## src/rtl/sport_pkg.sv

```systemverilog
package sport_pkg;

    localparam int CTL_W    = 32;
    localparam int BIT_TRST = 31;
    localparam int BIT_RRST = 30;
    localparam int FLD_HI   = 29;
    localparam int FLD_LO   = 12;
    localparam int FS_W     = 4;
    localparam int MODE_W   = 2;

    // Field layout follows bits 29 down to 12 of the control word.
    typedef struct packed {
        logic              tx_en;
        logic              rx_en;
        logic              tx_pol;
        logic              rx_pol;
        logic              tx_lsb;
        logic              rx_lsb;
        logic [MODE_W-1:0] p1_mode;
        logic [MODE_W-1:0] p2_mode;
        logic              p1_val;
        logic              p2_val;
        logic              tx_ie;
        logic              rx_ie;
        logic [FS_W-1:0]   fsize;
    } ctl_fields_t;

    localparam logic [CTL_W-1:0] CTL_RESET    = 32'h00F0_0000;
    localparam ctl_fields_t      RESET_FIELDS = ctl_fields_t'(CTL_RESET[FLD_HI:FLD_LO]);

    typedef struct packed {
        ctl_fields_t fields;
        logic        srst;
    } ctl_state_t;

    function automatic logic [FS_W:0] decode_slots(input logic [FS_W-1:0] f);
        return (f == '0) ? {1'b1, {FS_W{1'b0}}} : {1'b0, f};
    endfunction

endpackage

```

## src/rtl/sport_ctl_regfile.sv

```systemverilog
module sport_ctl_regfile
    import sport_pkg::*;
(
    input  logic             clk,
    input  logic             rst_n,
    input  logic             wr_en,
    input  logic [CTL_W-1:0] wdata,
    output ctl_fields_t      fields,
    output logic             srst_pulse
);

    ctl_state_t state_d, state_q;
    logic       dual_rst;
    logic       unused_low_bits;

    assign unused_low_bits = ^wdata[FLD_LO-1:0];
    assign dual_rst        = wdata[BIT_TRST] && wdata[BIT_RRST];

    always_comb begin
        state_d      = state_q;
        state_d.srst = 1'b0;
        if (wr_en) begin
            if (dual_rst) begin
                state_d.fields = RESET_FIELDS;
                state_d.srst   = 1'b1;
            end else begin
                state_d.fields = ctl_fields_t'(wdata[FLD_HI:FLD_LO]);
            end
        end
    end

    always_ff @(posedge clk or negedge rst_n) begin
        if (!rst_n) begin
            state_q <= '{fields: RESET_FIELDS, srst: 1'b0};
        end else begin
            state_q <= state_d;
        end
    end

    assign fields     = state_q.fields;
    assign srst_pulse = state_q.srst;

    // dual-bit write restores the word and raises the pulse
    a_r3_dual_write_resets: assert property (@(posedge clk) disable iff (!rst_n)
        (wr_en && dual_rst) |=> (srst_pulse && fields == RESET_FIELDS));

    // pulse lasts one cycle unless re-requested
    a_r3_pulse_single: assert property (@(posedge clk) disable iff (!rst_n)
        (srst_pulse && !(wr_en && dual_rst)) |=> !srst_pulse);

    // a single action bit never pulses
    a_r4_single_bit_quiet: assert property (@(posedge clk) disable iff (!rst_n)
        (wr_en && (wdata[BIT_TRST] != wdata[BIT_RRST])) |=> !srst_pulse);

    // contents hold without a write
    a_r2_hold_idle: assert property (@(posedge clk) disable iff (!rst_n)
        !wr_en |=> ($stable(fields) && !srst_pulse));

endmodule

```

## src/rtl/sport_irq_merge.sv

```systemverilog
module sport_irq_merge #(
    parameter int N_FLAGS = 3
) (
    input  logic               clk,
    input  logic               rst_n,
    input  logic               tx_ie,
    input  logic               rx_ie,
    input  logic [N_FLAGS-1:0] tx_flags,
    input  logic [N_FLAGS-1:0] rx_flags,
    output logic               irq
);

    logic tx_req, rx_req;

    always_comb begin
        tx_req = tx_ie && (|tx_flags);
        rx_req = rx_ie && (|rx_flags);
        irq    = tx_req || rx_req;
    end

    // both groups masked means no request
    a_r8_masked_quiet: assert property (@(posedge clk) disable iff (!rst_n)
        (!tx_ie && !rx_ie) |-> !irq);

    // an enabled receive flag always reaches the output
    a_r10_rx_reaches_irq: assert property (@(posedge clk) disable iff (!rst_n)
        (rx_ie && (|rx_flags)) |-> irq);

endmodule

```

## src/rtl/sport_gpo_pins.sv

```systemverilog
module sport_gpo_pins #(
    parameter int          N_PINS   = 2,
    parameter int          MODE_W   = 2,
    parameter logic [1:0]  GPO_MODE = 2'b01
) (
    input  logic                     clk,
    input  logic                     rst_n,
    input  logic [N_PINS*MODE_W-1:0] mode_vec,
    input  logic [N_PINS-1:0]        val_vec,
    output logic [N_PINS-1:0]        oe,
    output logic [N_PINS-1:0]        out
);

    for (genvar p = 0; p < N_PINS; p++) begin : g_pin
        logic [MODE_W-1:0] mode;
        assign mode = mode_vec[p*MODE_W +: MODE_W];

        always_comb begin
            oe[p]  = (mode == MODE_W'(GPO_MODE));
            out[p] = oe[p] && val_vec[p];
        end

        // pin stays undriven outside general-purpose output mode
        a_r7_pin_off: assert property (@(posedge clk) disable iff (!rst_n)
            (mode_vec[p*MODE_W +: MODE_W] != MODE_W'(GPO_MODE)) |-> (!oe[p] && !out[p]));
    end

endmodule

```

## src/rtl/sport_ctl.sv

```systemverilog
module sport_ctl
    import sport_pkg::*;
#(
    parameter int         N_FLAGS  = 3,
    parameter logic [1:0] GPO_MODE = 2'b01
) (
    input  logic               clk,
    input  logic               rst_n,
    input  logic               wr_en,
    input  logic [CTL_W-1:0]   wdata,
    output logic [CTL_W-1:0]   rdata,
    input  logic [N_FLAGS-1:0] tx_flags,
    input  logic [N_FLAGS-1:0] rx_flags,
    output logic               tx_en,
    output logic               rx_en,
    output logic               tx_clk_pol,
    output logic               rx_clk_pol,
    output logic               tx_lsb_first,
    output logic               rx_lsb_first,
    output logic [FS_W:0]      frame_slots,
    output logic [MODE_W-1:0]  pin1_mode,
    output logic [MODE_W-1:0]  pin2_mode,
    output logic [1:0]         pin_oe,
    output logic [1:0]         pin_out,
    output logic               soft_rst,
    output logic               irq
);

    localparam int N_PINS = 2;

    ctl_fields_t fld;

    sport_ctl_regfile u_regs (
        .clk        (clk),
        .rst_n      (rst_n),
        .wr_en      (wr_en),
        .wdata      (wdata),
        .fields     (fld),
        .srst_pulse (soft_rst)
    );

    sport_irq_merge #(.N_FLAGS(N_FLAGS)) u_irq (
        .clk      (clk),
        .rst_n    (rst_n),
        .tx_ie    (fld.tx_ie),
        .rx_ie    (fld.rx_ie),
        .tx_flags (tx_flags),
        .rx_flags (rx_flags),
        .irq      (irq)
    );

    sport_gpo_pins #(.N_PINS(N_PINS), .MODE_W(MODE_W), .GPO_MODE(GPO_MODE)) u_pins (
        .clk      (clk),
        .rst_n    (rst_n),
        .mode_vec ({fld.p2_mode, fld.p1_mode}),
        .val_vec  ({fld.p2_val, fld.p1_val}),
        .oe       (pin_oe),
        .out      (pin_out)
    );

    always_comb begin
        rdata                = '0;
        rdata[FLD_HI:FLD_LO] = fld;
        tx_en                = fld.tx_en;
        rx_en                = fld.rx_en;
        tx_clk_pol           = fld.tx_pol;
        rx_clk_pol           = fld.rx_pol;
        tx_lsb_first         = fld.tx_lsb;
        rx_lsb_first         = fld.rx_lsb;
        frame_slots          = decode_slots(fld.fsize);
        pin1_mode            = fld.p1_mode;
        pin2_mode            = fld.p2_mode;
    end

endmodule

```

## config.mk

```make
export PLATFORM = sky130hd
export DESIGN_NAME = sport_ctl
export DESIGN_NICKNAME = d
export VERILOG_FILES = /design/src/rtl/sport_pkg.sv /design/src/rtl/sport_ctl_regfile.sv /design/src/rtl/sport_irq_merge.sv /design/src/rtl/sport_gpo_pins.sv /design/src/rtl/sport_ctl.sv
export SDC_FILE = /design/constraint.sdc
export NUM_CORES = 1
export LEC_CHECK = 0
export ABC_AREA = 1
export BUFFER_PORTS_ARGS = -buffer_cell sky130_fd_sc_hd__buf_2
export CAP_MARGIN = 10
export CORE_ASPECT_RATIO = 1.25
export CORE_MARGIN = 4
export CORE_UTILIZATION = 33
export DETAILED_ROUTE_END_ITERATION = 10
export GPL_TIMING_DRIVEN = 0
export PLACE_DENSITY = 0.79
export SLEW_MARGIN = 20
export SYNTH_ARGS = -nofsm -noshare
export SYNTH_HDL_FRONTEND = slang
export SYNTH_SLANG_ARGS = --single-unit
export TNS_END_PERCENT = 20
```

## constraint.sdc

```tcl
create_clock -name clk -period 0.95 [get_ports clk]
set_clock_uncertainty 0.1 [all_clocks]
set_input_delay 0.285 -clock clk [delete_from_list [all_inputs] [get_ports clk]]
set_output_delay 0.285 -clock clk [all_outputs]
set_load 0.02 [all_outputs]
```

### Word level (Yosys, flattened, before mapping)

Index checks and enable logic that the tools add are counted.
Widths: inputs -> output; s select.

* register bits after elaboration: 19
* latch bits: 0
* RAM bits: 0
* memory bits (read-only): 0
* bits of input ports: 41
* output and inout bits: 53
* logic and storage cells: 29
* memories kept: 0

* $add $sub $neg: 0
* $mul: 0
* div/mod/pow operators: 0
* order comparisons: 0
* eq/ne operators: 2
* shifts and indexed selects: 0
* mux-type cells: 4
* bitwise gates (word level): 0
* reductions and logical operators: 9

Operators with widths (number)
* $mux 18: 1
* $reduce_or 3->1: 2
* $logic_and 1x1->1: 5
* $mux 5: 1
* $eq 2x1->1 const B: 2
* $logic_not 4->1: 1
* $mux 1: 2
* $logic_or 1x1->1: 1

### Longest topological paths before layout

* word-level depth: 3
* mapped depth: 4
* depth with buffers taken out: 4

### Cells and area by module

Synthesis repeated with hierarchy kept, for this count alone.

* cell total of the unflattened synthesis: 143
* area total of the unflattened synthesis: 1127.3 sq um

By module, submodules not included
* sport_ctl_regfile: times used 1, cells each 88, area each 820.8 sq um, seq. area each 480.5 sq um
* sport_ctl: times used 1, cells each 36, area each 225.2 sq um, seq. area each 0.0 sq um
* sport_gpo_pins: times used 1, cells each 10, area each 47.5 sq um, seq. area each 0.0 sq um
* sport_irq_merge: times used 1, cells each 9, area each 33.8 sq um, seq. area each 0.0 sq um

### Worst setup path after synthesis

No wires, ideal clock.

* kind: reg-to-output
* start: register u_regs.state_q, in the netlist u_regs.fields[10]
* end: output port pin_out[0]
* arrival time: 1.180 ns
* required time: 0.565 ns
* path slack: -0.615 ns
* cell stages (with the launch flop): 3
* path buffers: 0
* cell sequence: dfstp_2 > inv_1 > nor3b_1

* longest elaborated chain between the ends: 2

RTL lines
* from (decl): RTL line sport_ctl_regfile.sv:12 `ctl_state_t state_d, state_q;`
* from (signal assigned): RTL line sport_ctl_regfile.sv:34 `state_q <= '{fields: RESET_FIELDS, srst: 1'b0};`
* from (signal assigned): RTL line sport_ctl_regfile.sv:36 `state_q <= state_d;`
* $eq 2x1->1: RTL line sport_gpo_pins.sv:19 `oe[p] = (mode == MODE_W'(GPO_MODE));`
* $logic_and 1x1->1: RTL line sport_gpo_pins.sv:20 `out[p] = oe[p] && val_vec[p];`
* to (decl): RTL line sport_ctl.sv:24 `output logic [1:0] pin_out,`

Every way passes these cells.

### Final worst setup path

Same ends and word-level chain as after synthesis.

==> flow_summary_export.csv <==
group,metric,value,unit
cts,cts_buffers,3,
power_and_ir_drop,switchingPower,0.811,mW
synthesis,synth_top_area_share,35.6,%
critical_path,cp-start-kind,"register",
flow_run,maxCapViolations,0,
layout,ff_latch_area,483,µm²
power_and_ir_drop,p_leak,1.02,nW
critical_path,cp_cell_sequence,"inv_2 -> nor3b_4 -> buf_6",
global_route,antenna_found_initial,0,
route,ant_nets,0,
layout,insertedDiodeCount,0,
power_and_ir_drop,peakVddDrop,0.000823,V
synthesis,synth_area,0.00105,mm²
critical_path,crit_slowest_cell,"dfstp_2",
route,dr.pass1.iters,4,
route,wl,2910,µm
timing,rsz0062_at_grt,"yes",
layout,layout-drive-gt1-share,56.2,%
global_route,grt.total_usage,14.8,%
cts,cts.clk_slew.worst_paths,0.11,ns
critical_path,critPathKind,"register to primary output",
power_and_ir_drop,combinationalPowerShare,41.1,%
floorplan,die_w,58.5,µm
placement,hpwl,2180,µm
floorplan,placementRows,22,
layout,final_common_cell,"buf_2",
cts,clk_latency,0.29,ns
route,vias,1057,
global_route,grt_pass1_vias,1097,
cts,clockRootBuffer,"clkbuf_4",
floorplan,core_area,0.00300,mm²
route,drt_iter0_markers,18,
placement,dp_cells,245,
power_and_ir_drop,power,2.34,mW
route,drc,0,
layout,multi_input_area,385,µm²
critical_path,cp.required,0.56,ns
synthesis,yosysUniqueCellTypes,16,
floorplan,initial_core_util,35.1,%
power_and_ir_drop,netSwitchingFraction,34.6,%
synthesis,synth-seq-cells,19,
synthesis,yosysWarnings,0,
floorplan,die_area,0.00417,mm²
floorplan,io-pin-count,94,
layout,nFillCells,292,
placement,routabilityCongestion,0.726,
synthesis,synthTopCellsByArea,"dfrtp_1, buf_4, nand2_1",
cts,cts_max_path_buffers,2,
global_route,grt_max_degree,20,
cts,cts.sinks,19,
layout,nets,261,
placement,portBuffers,67,
power_and_ir_drop,power.internal,1.53,mW
timing,hold_viol,0,
timing,maxClockFrequency,0.624,GHz
timing,slew_viol_final,0,
critical_path,cp_slowest_stage_delay,0.57,ns
floorplan,die_h,71.2,µm
worst_hold_path,holdCritPathClass,"input port to register",
route,wl_per_cell,11.4,µm
critical_path,end_kind,"primary output",
layout,area_growth,67.9,%
timing,period_minus_slack,1.60,ns
cts,cts_tree,"built",
power_and_ir_drop,power_frac_clock,17.2,%
global_route,grt_pass1_wl,4730,µm
critical_path,arrival,1.22,ns
route,drt-vias-per-instance,4.15,
synthesis,avgSynthCellArea,8.17,µm²
cts,htree_levels,1,
power_and_ir_drop,p_seq_share,41.7,%
power_and_ir_drop,power_density,1320,mW/mm²
timing,setup_tns,-17.01,ns
timing,worst_slack,-0.652,ns
synthesis,synth_area_leader_cell,"dfrtp_1",
timing,setup_viol,42,
outcome,violations,"negative setup slack",
layout,final_cell_count_no_fill,255,
critical_path,crit_fanout,3,
placement,place_ws,-0.392,ns
timing,post-route-period-util,169,%
global_route,overflow,0,
layout,final_cell_mix,"buf_2, buf_6, nand2_1",
outcome,outcome,"finished with violations",
synthesis,syn-instance-count,129,
synthesis,synth-seq-area-share,45.6,%
metal layers:
layer	part of all wire (%)	up-vias	GRT usage (%)	wire length, µm
met3	7.1	4	2.74	207
li1	-	535	-	-
met1	34	475	14.9	994
met2	57	43	28.0	1650
met4	1.8	0	6.96	53
met5	0	-	0	0
area by class of cell:
class,instances,share of cell area (%)
plain buffers,34,15.3
clock buffers,4,1.49
inverters,8,1.70
multi-input cells,81,21.8
flip-flops and latches,19,27.3
well taps,36,2.55
repair buffers,73,29.9
metrics by stage:
| stage | cell area [µm²] | utilization [%] | hold slack, ns |
|---|---|---|---|
| after global routing | 1770 | 59.0 | 0.104 |
| final | 1770 | 59.0 | 0.105 |
| after detailed placement | 1520 | 50.7 | 0.142 |
| after global placement | 1520 | 50.7 | 0.143 |
| after CTS | 1720 | 57.3 | 0.0956 |
| after floorplan | 1140 | - | -0.111 |
path summary, 6_finish.rpt:
path | startpoint | to | slack [ns] | cells past startpoint
min | wdata[19] | u_regs.fields[7] | 0.11 | 3
min in group asynchronous | rst_n | u_regs.fields[2] | 0.32 | 2
min reg2reg | u_regs.fields[12] | u_regs.fields[12] | 0.41 | 2
max reg2reg | u_regs.fields[8] | u_regs.fields[8] | -0.13 | 4
max in group asynchronous | rst_n | u_regs.fields[8] | 0.17 | 2
max | u_regs.fields[10] | pin_out[0] | -0.65 | 3
critical path: cells and delay by family, from the launching register on:
kind,cells,cell delay (ns)
flops,1,0.57
simple gates,1,0.17
buf+inv,2,0.19
synth_stat cells (all sizes together):
cell type,instances
o21ai,6
nor2,12
conb,1
buf,30
nand2,31
dfstp,4
dfrtp,15
nand3,15
clkbuf,4
nor3b,2
inv,8
nor3,1
registers in the layout, indices dropped and copies added (netlist names):
signal             cells
u_regs.fields         18
u_regs.srst_pulse      1
power groups by stage:
stage / clock network [mW] / logic [mW] / registers (mW)
4_1_cts: 0.417 / 0.934 / 0.971
2_1_floorplan: 0 / 0.444 / 1.06
5_1_grt: 0.452 / 1.04 / 0.992
3_3_place_gp: 0 / 0.770 / 0.983
6_report: 0.404 / 0.963 / 0.977
3_5_place_dp: 0 / 0.783 / 0.989
timing repair:
| item | 4_1_cts | 5_1_grt |
|---|---|---|
| setup endpoints to repair | 42 | 43 |
| setup buffers | 4 | 1 |
| gates resized for setup | 44 | 15 |
| hold endpoints to repair | 15 | 0 |
| pin swaps | 7 | 1 |
| hold buffers | 1 | 0 |
cell families after synthesis:
logic type             share of synthesized area [%]
AO/OA/AOI/OAI                                   2.85
AND/OR/NAND/NOR                                 24.8
other                                          0.356
buffers and inverters                           26.4
flip-flops                                      45.6
Note: power is estimated with default switching activity, not from simulation.
